<file path="src/rtl/range_tlb.sv">
module range_tlb #(
  parameter int N_SLOT    = 8,
  parameter int N_BLK     = 2,
  parameter int AW        = 32,
  parameter int PG_BITS   = 12,
  parameter int FIXED_BLK = 0
) (
  input  logic              clk,
  input  logic              rst_n,
  input  logic [AW-1:0]     lk_addr,
  output logic              lk_hit,
  output logic [AW-1:0]     lk_pbase,
  output logic [AW-1:0]     lk_vbegin,
  output logic [29:0]       lk_access,
  input  logic              op_valid,
  input  logic [1:0]        op_code,
  input  logic [AW-1:0]     op_addr,
  input  logic [31:0]       op_data,
  input  logic              blk_valid,
  input  logic [31:0]       blk_code,
  input  logic [AW-PG_BITS-1:0] blk_vpage,
  input  logic [AW-PG_BITS-1:0] blk_ppage,
  input  logic [AW-PG_BITS-1:0] blk_len,
  input  logic [31:0]       blk_slot,
  input  logic [31:0]       blk_prot,
  output logic              blk_done,
  output logic [31:0]       blk_status,
  output logic [127:0]      blk_info
);
  localparam int SW   = $clog2(N_SLOT);
  localparam int PTRW = $clog2(N_SLOT + 1);
  localparam logic [31:0] ST_OK     = 32'h0000_0000;
  localparam logic [31:0] ST_BADARG = 32'hFFFF_FFF6;
  localparam logic [31:0] ST_BADOP  = 32'hFFFF_FFFE;
  localparam logic [1:0] OP_IADDR = 2'd0;
  localparam logic [1:0] OP_IPROT = 2'd1;
  localparam logic [1:0] OP_PURGE = 2'd2;
  localparam logic [1:0] OP_PALL  = 2'd3;

  logic [AW-1:0]     vb  [N_SLOT];
  logic [AW-1:0]     ve  [N_SLOT];
  logic [AW-1:0]     pa  [N_SLOT];
  logic [29:0]       acc [N_SLOT];
  logic [N_SLOT-1:0] vld;
  logic [PTRW-1:0]   ptr;

  logic              lk_found, op_found, cov_found;
  logic [SW-1:0]     lk_idx, op_idx, cov_idx;
  logic [N_SLOT-1:0] cov, kill;

  function automatic logic covers(input logic [AW-1:0] b, input logic [AW-1:0] e,
                                  input logic [AW-1:0] a);
    return (b <= a) && (a <= e);
  endfunction

  always_comb begin
    lk_found = 1'b0; lk_idx = '0;
    op_found = 1'b0; op_idx = '0;
    cov_found = 1'b0; cov_idx = '0; cov = '0;
    for (int i = N_SLOT - 1; i >= 0; i--) begin
      if (covers(vb[i], ve[i], lk_addr)) begin
        lk_found = 1'b1;
        lk_idx   = SW'(i);
      end
      if (covers(vb[i], ve[i], op_addr)) begin
        op_found = 1'b1;
        op_idx   = SW'(i);
        if (i >= N_BLK) begin
          cov[i]    = 1'b1;
          cov_found = 1'b1;
          cov_idx   = SW'(i);
        end
      end
    end
  end

  assign lk_hit    = lk_found && vld[lk_idx];
  assign lk_pbase  = lk_hit ? pa[lk_idx]  : '0;
  assign lk_vbegin = lk_hit ? vb[lk_idx]  : '0;
  assign lk_access = lk_hit ? acc[lk_idx] : '0;

  wire              alloc_wrap = (ptr < PTRW'(N_BLK)) || (ptr >= PTRW'(N_SLOT));
  wire [SW-1:0]     alloc_idx  = alloc_wrap ? SW'(N_BLK) : ptr[SW-1:0];
  wire [PTRW-1:0]   ptr_next   = alloc_wrap ? PTRW'(N_BLK + 1) : ptr + PTRW'(1);
  wire [SW-1:0]     ins_idx    = cov_found ? cov_idx : alloc_idx;

  wire              slot_ok = blk_slot < 32'(N_BLK);
  wire [SW-1:0]     bslot   = blk_slot[SW-1:0];
  wire [AW-1:0]     bbegin  = {blk_vpage, {PG_BITS{1'b0}}};
  wire [AW-1:0]     bspan   = {blk_len, {PG_BITS{1'b0}}};
  wire              unused_bits = ^{op_data[31:30], op_data[0], blk_prot[31:28], blk_prot[0]};

  always_comb begin
    kill = '0;
    if (blk_valid) begin
      if ((blk_code == 32'd1 || blk_code == 32'd2) && slot_ok) kill[bslot] = 1'b1;
      if (blk_code == 32'd3)
        for (int i = 0; i < N_BLK; i++) kill[i] = 1'b1;
    end else if (op_valid) begin
      case (op_code)
        OP_IADDR: begin
          kill = cov & vld;
          if (!cov_found) kill[alloc_idx] = 1'b1;
        end
        OP_PURGE:
          if (op_found && vld[op_idx] && op_idx >= SW'(N_BLK)) kill[op_idx] = 1'b1;
        OP_PALL:
          for (int i = N_BLK; i < N_SLOT; i++) kill[i] = 1'b1;
        default: ;
      endcase
    end
  end

  always_ff @(posedge clk) begin
    if (!rst_n) begin
      for (int i = 0; i < N_SLOT; i++) begin
        vb[i]  <= '1;
        ve[i]  <= '0;
        pa[i]  <= '0;
        acc[i] <= '0;
      end
      vld        <= '0;
      ptr        <= PTRW'(N_BLK);
      blk_done   <= 1'b0;
      blk_status <= ST_OK;
      blk_info   <= '0;
    end else begin
      blk_done <= blk_valid;
      for (int i = 0; i < N_SLOT; i++) begin
        if (kill[i]) begin
          vb[i]  <= '1;
          ve[i]  <= '0;
          pa[i]  <= '0;
          acc[i] <= '0;
          vld[i] <= 1'b0;
        end
      end
      if (blk_valid) begin
        blk_info   <= '0;
        blk_status <= ST_OK;
        case (blk_code)
          32'd0: blk_info <= {32'(N_BLK - FIXED_BLK), 32'(FIXED_BLK), 32'd16384, 32'd1};
          32'd1:
            if (slot_ok) begin
              vb[bslot]  <= bbegin;
              ve[bslot]  <= bbegin + bspan - AW'(1);
              pa[bslot]  <= {blk_ppage, {PG_BITS{1'b0}}};
              acc[bslot] <= {1'b0, 1'b1, blk_prot[27:1], 1'b0};
              vld[bslot] <= 1'b1;
            end else blk_status <= ST_BADARG;
          32'd2: if (!slot_ok) blk_status <= ST_BADARG;
          32'd3: ;
          default: blk_status <= ST_BADOP;
        endcase
      end else if (op_valid) begin
        case (op_code)
          OP_IADDR: begin
            vb[ins_idx] <= {op_addr[AW-1:PG_BITS], {PG_BITS{1'b0}}};
            ve[ins_idx] <= {op_addr[AW-1:PG_BITS], {PG_BITS{1'b1}}};
            pa[ins_idx] <= AW'({op_data[24:5], {PG_BITS{1'b0}}});
            if (!cov_found) ptr <= ptr_next;
          end
          OP_IPROT:
            if (op_found) begin
              acc[op_idx] <= {op_data[29:1], 1'b0};
              vld[op_idx] <= 1'b1;
            end
          OP_PALL: ptr <= PTRW'(N_BLK);
          default: ;
        endcase
      end
    end
  end
endmodule

</file>
<file path="config.mk">
export PLATFORM = sky130hd
export DESIGN_NAME = range_tlb
export DESIGN_NICKNAME = d
export VERILOG_FILES = /design/src/rtl/range_tlb.sv
export SDC_FILE = /design/constraint.sdc
export NUM_CORES = 2
export LEC_CHECK = 0
export ABC_CLOCK_PERIOD_IN_PS = 8550
export CELL_PAD_IN_SITES_DETAIL_PLACEMENT = 2
export CELL_PAD_IN_SITES_GLOBAL_PLACEMENT = 2
export CORE_MARGIN = 3
export CORE_UTILIZATION = 38
export CTS_CLUSTER_DIAMETER = 150
export DETAILED_ROUTE_END_ITERATION = 6
export PLACE_DENSITY_LB_ADDON = 0.1
export SYNTH_ARGS = -nofsm -noshare
export SYNTH_HDL_FRONTEND = slang
export SYNTH_SLANG_ARGS = --single-unit
</file>
<file path="constraint.sdc">
create_clock -name clk -period 8.55 [get_ports clk]
set_input_delay 1.71 -clock clk [delete_from_list [all_inputs] [get_ports clk]]
set_output_delay 1.71 -clock clk [all_outputs]
set_load 0.005 [all_outputs]
</file>
==> metrics.json <==
{
  "status": {"value": "complete, but fails checks"},
  "failed_checks": {"value": "setup timing"},
  "min_path_cells": {"value": 1},
  "final.setup_skew": {"value": 0.0327, "unit": "ns"},
  "cts_buffer_depth": {"value": 3},
  "residual_antenna_violating_net_count_after_detailed_routing": {"value": 0},
  "pin_count": {"value": 514},
  "area_growth_syn_to_layout": {"value": 25.5, "unit": "%"},
  "layout.area.seq": {"value": 22100, "unit": "um2"},
  "finish.cell_count_without_fillers": {"value": 8872},
  "first_global_vias": {"value": 56647},
  "startpoint_type": {"value": "primary input"},
  "synth.ff_latch_count": {"value": 744},
  "htree_num_levels": {"value": 3},
  "num-fill-cells": {"value": 15834},
  "required": {"value": 6.84, "unit": "ns"},
  "power.share.sequential": {"value": 0.359},
  "clk-insertion-delay-late": {"value": 0.74, "unit": "ns"},
  "drt_wl_cell": {"value": 30.8, "unit": "um"},
  "grt.busiest_layer": {"value": "met2"},
  "grt_antenna_before_repair": {"value": 9},
  "finalSetupViolCount": {"value": 18},
  "worst_slack": {"value": -0.220, "unit": "ns"},
  "maxCapViolCount": {"value": 0},
  "timing.final.crit_share": {"value": 1.03},
  "power.clock.fraction": {"value": 0.339},
  "dp_cells": {"value": 8626},
  "synth-seq-area-share": {"value": 0.376},
  "post_route_cells_drive_above_1_share": {"value": 0.158},
  "floorplan.initialDensity": {"value": 0.384},
  "cts_made_buffers": {"value": 88},
  "place_hpwl": {"value": 202, "unit": "mm"},
  "power_leakage": {"value": 32.6, "unit": "nW"},
  "timing.max_slew.rel_slack": {"value": 0.180},
  "drc": {"value": 0},
  "area_of_combinational_cells_with_multiple_inputs": {"value": 34900, "unit": "um2"},
  "use_met1": {"value": 0.407},
  "intPower": {"value": 7.86, "unit": "mW"},
  "synth_edf_count": {"value": 720},
  "max_freq": {"value": 114, "unit": "MHz"},
  "synth.avg_cell_area": {"value": 9.90, "unit": "um2"},
  "share_comb_of_total_power": {"value": 0.303},
  "placeableCoreArea": {"value": 153000, "unit": "um2"},
  "worst-slew-pin-transition": {"value": 1.20, "unit": "ns"},
  "worstSetupEndpointType": {"value": "output port"},
  "tritoncts": {"value": "yes"},
  "clk_pin_slew_worst_paths": {"value": 0.06, "unit": "ns"},
  "port_buffers": {"value": 366},
  "worst_hold_class": {"value": "register to register"},
  "yosysUniqueCellTypes": {"value": 88},
  "synth_top_area_share": {"value": 0.368},
  "final-hold-violation-count": {"value": 0},
  "area_after_dpl": {"value": 68200, "unit": "um2"},
  "finish.instance_area": {"value": 73700, "unit": "um2"},
  "die_area": {"value": 159000, "unit": "um2"},
  "num_rows": {"value": 143},
  "timing.setup.critical_path_class": {"value": "primary input to output port"},
  "crit_path_max_fanout": {"value": 6},
  "critPathArrivalTime": {"value": 7.06, "unit": "ns"},
  "global_route.usage.met3": {"value": 0.0348},
  "peak_ir_drop_on_the_vdd_network": {"value": 0.148, "unit": "mV"},
  "drt_first_iter_violations": {"value": 4179},
  "grt_start_max_net_pins": {"value": 65},
  "worst-r2r-cell-count": {"value": 15},
  "synthesis.yosys.warnings": {"value": 0},
  "yosys_most_used_dff": {"value": "sky130_fd_sc_hd__edfxtp_1"},
  "final_worst_path_period_need": {"value": 8.77, "unit": "ns"},
  "routed-via-count": {"value": 53133},
  "postLayoutCoreUtil": {"value": 0.482},
  "globalRouteOverflowTotal": {"value": 0},
  "rsz0062_at_grt": {"value": "true"},
  "floorplan_die_width": {"value": 399, "unit": "um"},
  "synthArstFlopShare": {"value": 0},
  "globalRouteTotalUtil": {"value": 0.325},
  "cts.sink_count": {"value": 744},
  "dr.pass1.iters": {"value": 7},
  "syn-cell-area": {"value": 58700, "unit": "um2"},
  "p_sw": {"value": 4.07, "unit": "mW"},
  "synth_top_area_cell": {"value": "sky130_fd_sc_hd__edfxtp_1"},
  "die_h": {"value": 399, "unit": "um"},
  "synth_most_common_cell": {"value": "sky130_fd_sc_hd__ha_1"},
  "synth_top_cells_by_count": {"value": "1067 x sky130_fd_sc_hd__ha_1, 774 x sky130_fd_sc_hd__nor2_1, 720 x sky130_fd_sc_hd__edfxtp_1"},
  "regToRegSetupSlack": {"value": 2.82, "unit": "ns"},
  "postSynthCellCount": {"value": 5929},
  "pwr_density_cell": {"value": 162, "unit": "nW/um2"},
  "global_route_wire_length_before_repair": {"value": 383, "unit": "mm"},
  "post_drt_via_cell_ratio": {"value": 5.99},
  "final_gp_congestion": {"value": 0.950},
  "p_total": {"value": 11.9, "unit": "mW"},
  "detail_route.wirelength": {"value": 273, "unit": "mm"},
  "use_met2": {"value": 0.558},
  "final_max_slew_viol_count": {"value": 0},
  "yosys-top-cells-area": {"value": "sky130_fd_sc_hd__edfxtp_1 37%, sky130_fd_sc_hd__ha_1 23%, sky130_fd_sc_hd__nor2_1 4.9%"},
  "clock_tree.root_cell": {"value": "sky130_fd_sc_hd__clkbuf_16"},
  "layout.nets": {"value": 8095},
  "place_worst_setup_slack": {"value": -0.744, "unit": "ns"},
  "switching_share": {"value": 0.341}
}
-- final timing paths --
check | start | endpoint
max | lk_addr[17] | lk_vbegin[17]
min | vld[0]$_SDFF_PN0_ | vld[0]$_SDFF_PN0_
max reg2reg | ve[0][11]$_SDFFCE_PN0P_ | acc[7][15]$_SDFFCE_PN0P_
min reg2reg | vld[0]$_SDFF_PN0_ | vld[0]$_SDFF_PN0_
-- routing by layer --
metal  share of wire  up-vias  wire, um
li1                -    23581         -
met1            0.41    27299    112000
met2            0.48     1777    132000
met3           0.052      474     14300
met4           0.055        2     14900
met5        0.000048        -        13
-- cell usage in the layout, fill, tap and decap left out, drive strengths merged, types with 109 or more instances in the layout --
| cell type | Yosys | layout |
|---|---|---|
| ha | 1067 | 1067 |
| a21o | 151 | 151 |
| mux2i | 191 | 191 |
| conb | 1 | 139 |
| a21oi | 436 | 436 |
| buf | 223 | 647 |
| edfxtp | 720 | 720 |
| clkdlybuf4s50 | 0 | 272 |
| nand4 | 191 | 191 |
| nor2 | 775 | 775 |
| a211oi | 117 | 117 |
| inv | 390 | 381 |
| clkbuf | 174 | 109 |
| nor3 | 203 | 203 |
| o21ai | 182 | 182 |
| nand2 | 357 | 357 |
-- per-stage QoR --
step | hold WS [ns] | TNS, ns
2_1_floorplan | 0.448 | 0
3_3_place_gp | 0.474 | -38.30
3_5_place_dp | 0.490 | -46.73
4_1_cts | 0.511 | -0.311
5_1_grt | 0.530 | -5.14
6_report | 0.513 | -0.774
-- state kept, by name, indices dropped and copies added, names as in the netlist --
register    flops
blk_status      2
blk_info        1
vld             8
pa            160
ve            168
blk_done        1
acc           232
ptr             4
vb            168
-- critical path, cell delays in order --
cell,delay (ns)
sky130_fd_sc_hd__dlygate4sd2_1,0.33
sky130_fd_sc_hd__buf_4,0.19
sky130_fd_sc_hd__inv_1,0.20
sky130_fd_sc_hd__ha_1,0.39
sky130_fd_sc_hd__nand4_1,0.31
sky130_fd_sc_hd__nor4_4,0.36
sky130_fd_sc_hd__and3_4,0.24
sky130_fd_sc_hd__nor3_1,0.05
sky130_fd_sc_hd__buf_4,0.17
sky130_fd_sc_hd__a31oi_4,0.15
sky130_fd_sc_hd__buf_6,0.14
sky130_fd_sc_hd__o211ai_1,0.14
sky130_fd_sc_hd__o21ai_2,0.22
sky130_fd_sc_hd__a31oi_4,0.14
sky130_fd_sc_hd__buf_12,0.16
sky130_fd_sc_hd__nor2_4,0.16
sky130_fd_sc_hd__buf_12,0.16
sky130_fd_sc_hd__buf_4,0.12
sky130_fd_sc_hd__clkbuf_16,0.16
sky130_fd_sc_hd__nor3_1,0.06
sky130_fd_sc_hd__a211o_1,0.32
sky130_fd_sc_hd__a2111oi_4,0.42
sky130_fd_sc_hd__buf_4,0.20
sky130_fd_sc_hd__clkdlybuf4s50_1,0.53
-- power groups by stage --
stage	Combinational, mW	Sequential [mW]	Clock, mW
2_1_floorplan	1.73	4.30	0
3_3_place_gp	3.02	4.33	0
3_5_place_dp	3.18	4.35	0
4_1_cts	3.32	4.27	4.08
5_1_grt	3.85	4.29	4.21
6_report	3.61	4.28	4.04
-- area by class of cell --
type,count,area share
multi-input combinational,4536,0.474
sequential,744,0.300
timing repair buffer,1009,0.132
tap,2030,0.0345
clock buffer,104,0.0307
inverter,390,0.0205
clock inverter,58,0.00939
antenna,1,0.0000340
-- repair_timing --
item,in CTS,in global routing
pin swaps,28,42
endpoints found under the setup margin,82,82
hold buffers,0,0
setup buffers,29,52
resized for setup,178,203
cloned,3,5
-- logic make-up after synthesis --
| logic type | synth area share |
|---|---|
| AND/OR/NAND/NOR | 0.143 |
| AO/OA/AOI/OAI | 0.154 |
| adder cells (fa/ha/maj) | 0.228 |
| buffers and inverters | 0.0637 |
| flip-flops | 0.376 |
| multiplexers | 0.0327 |
| XOR/XNOR | 0.00239 |
| other | 0.0000639 |
Note: power is estimated with default switching activity, not from simulation.
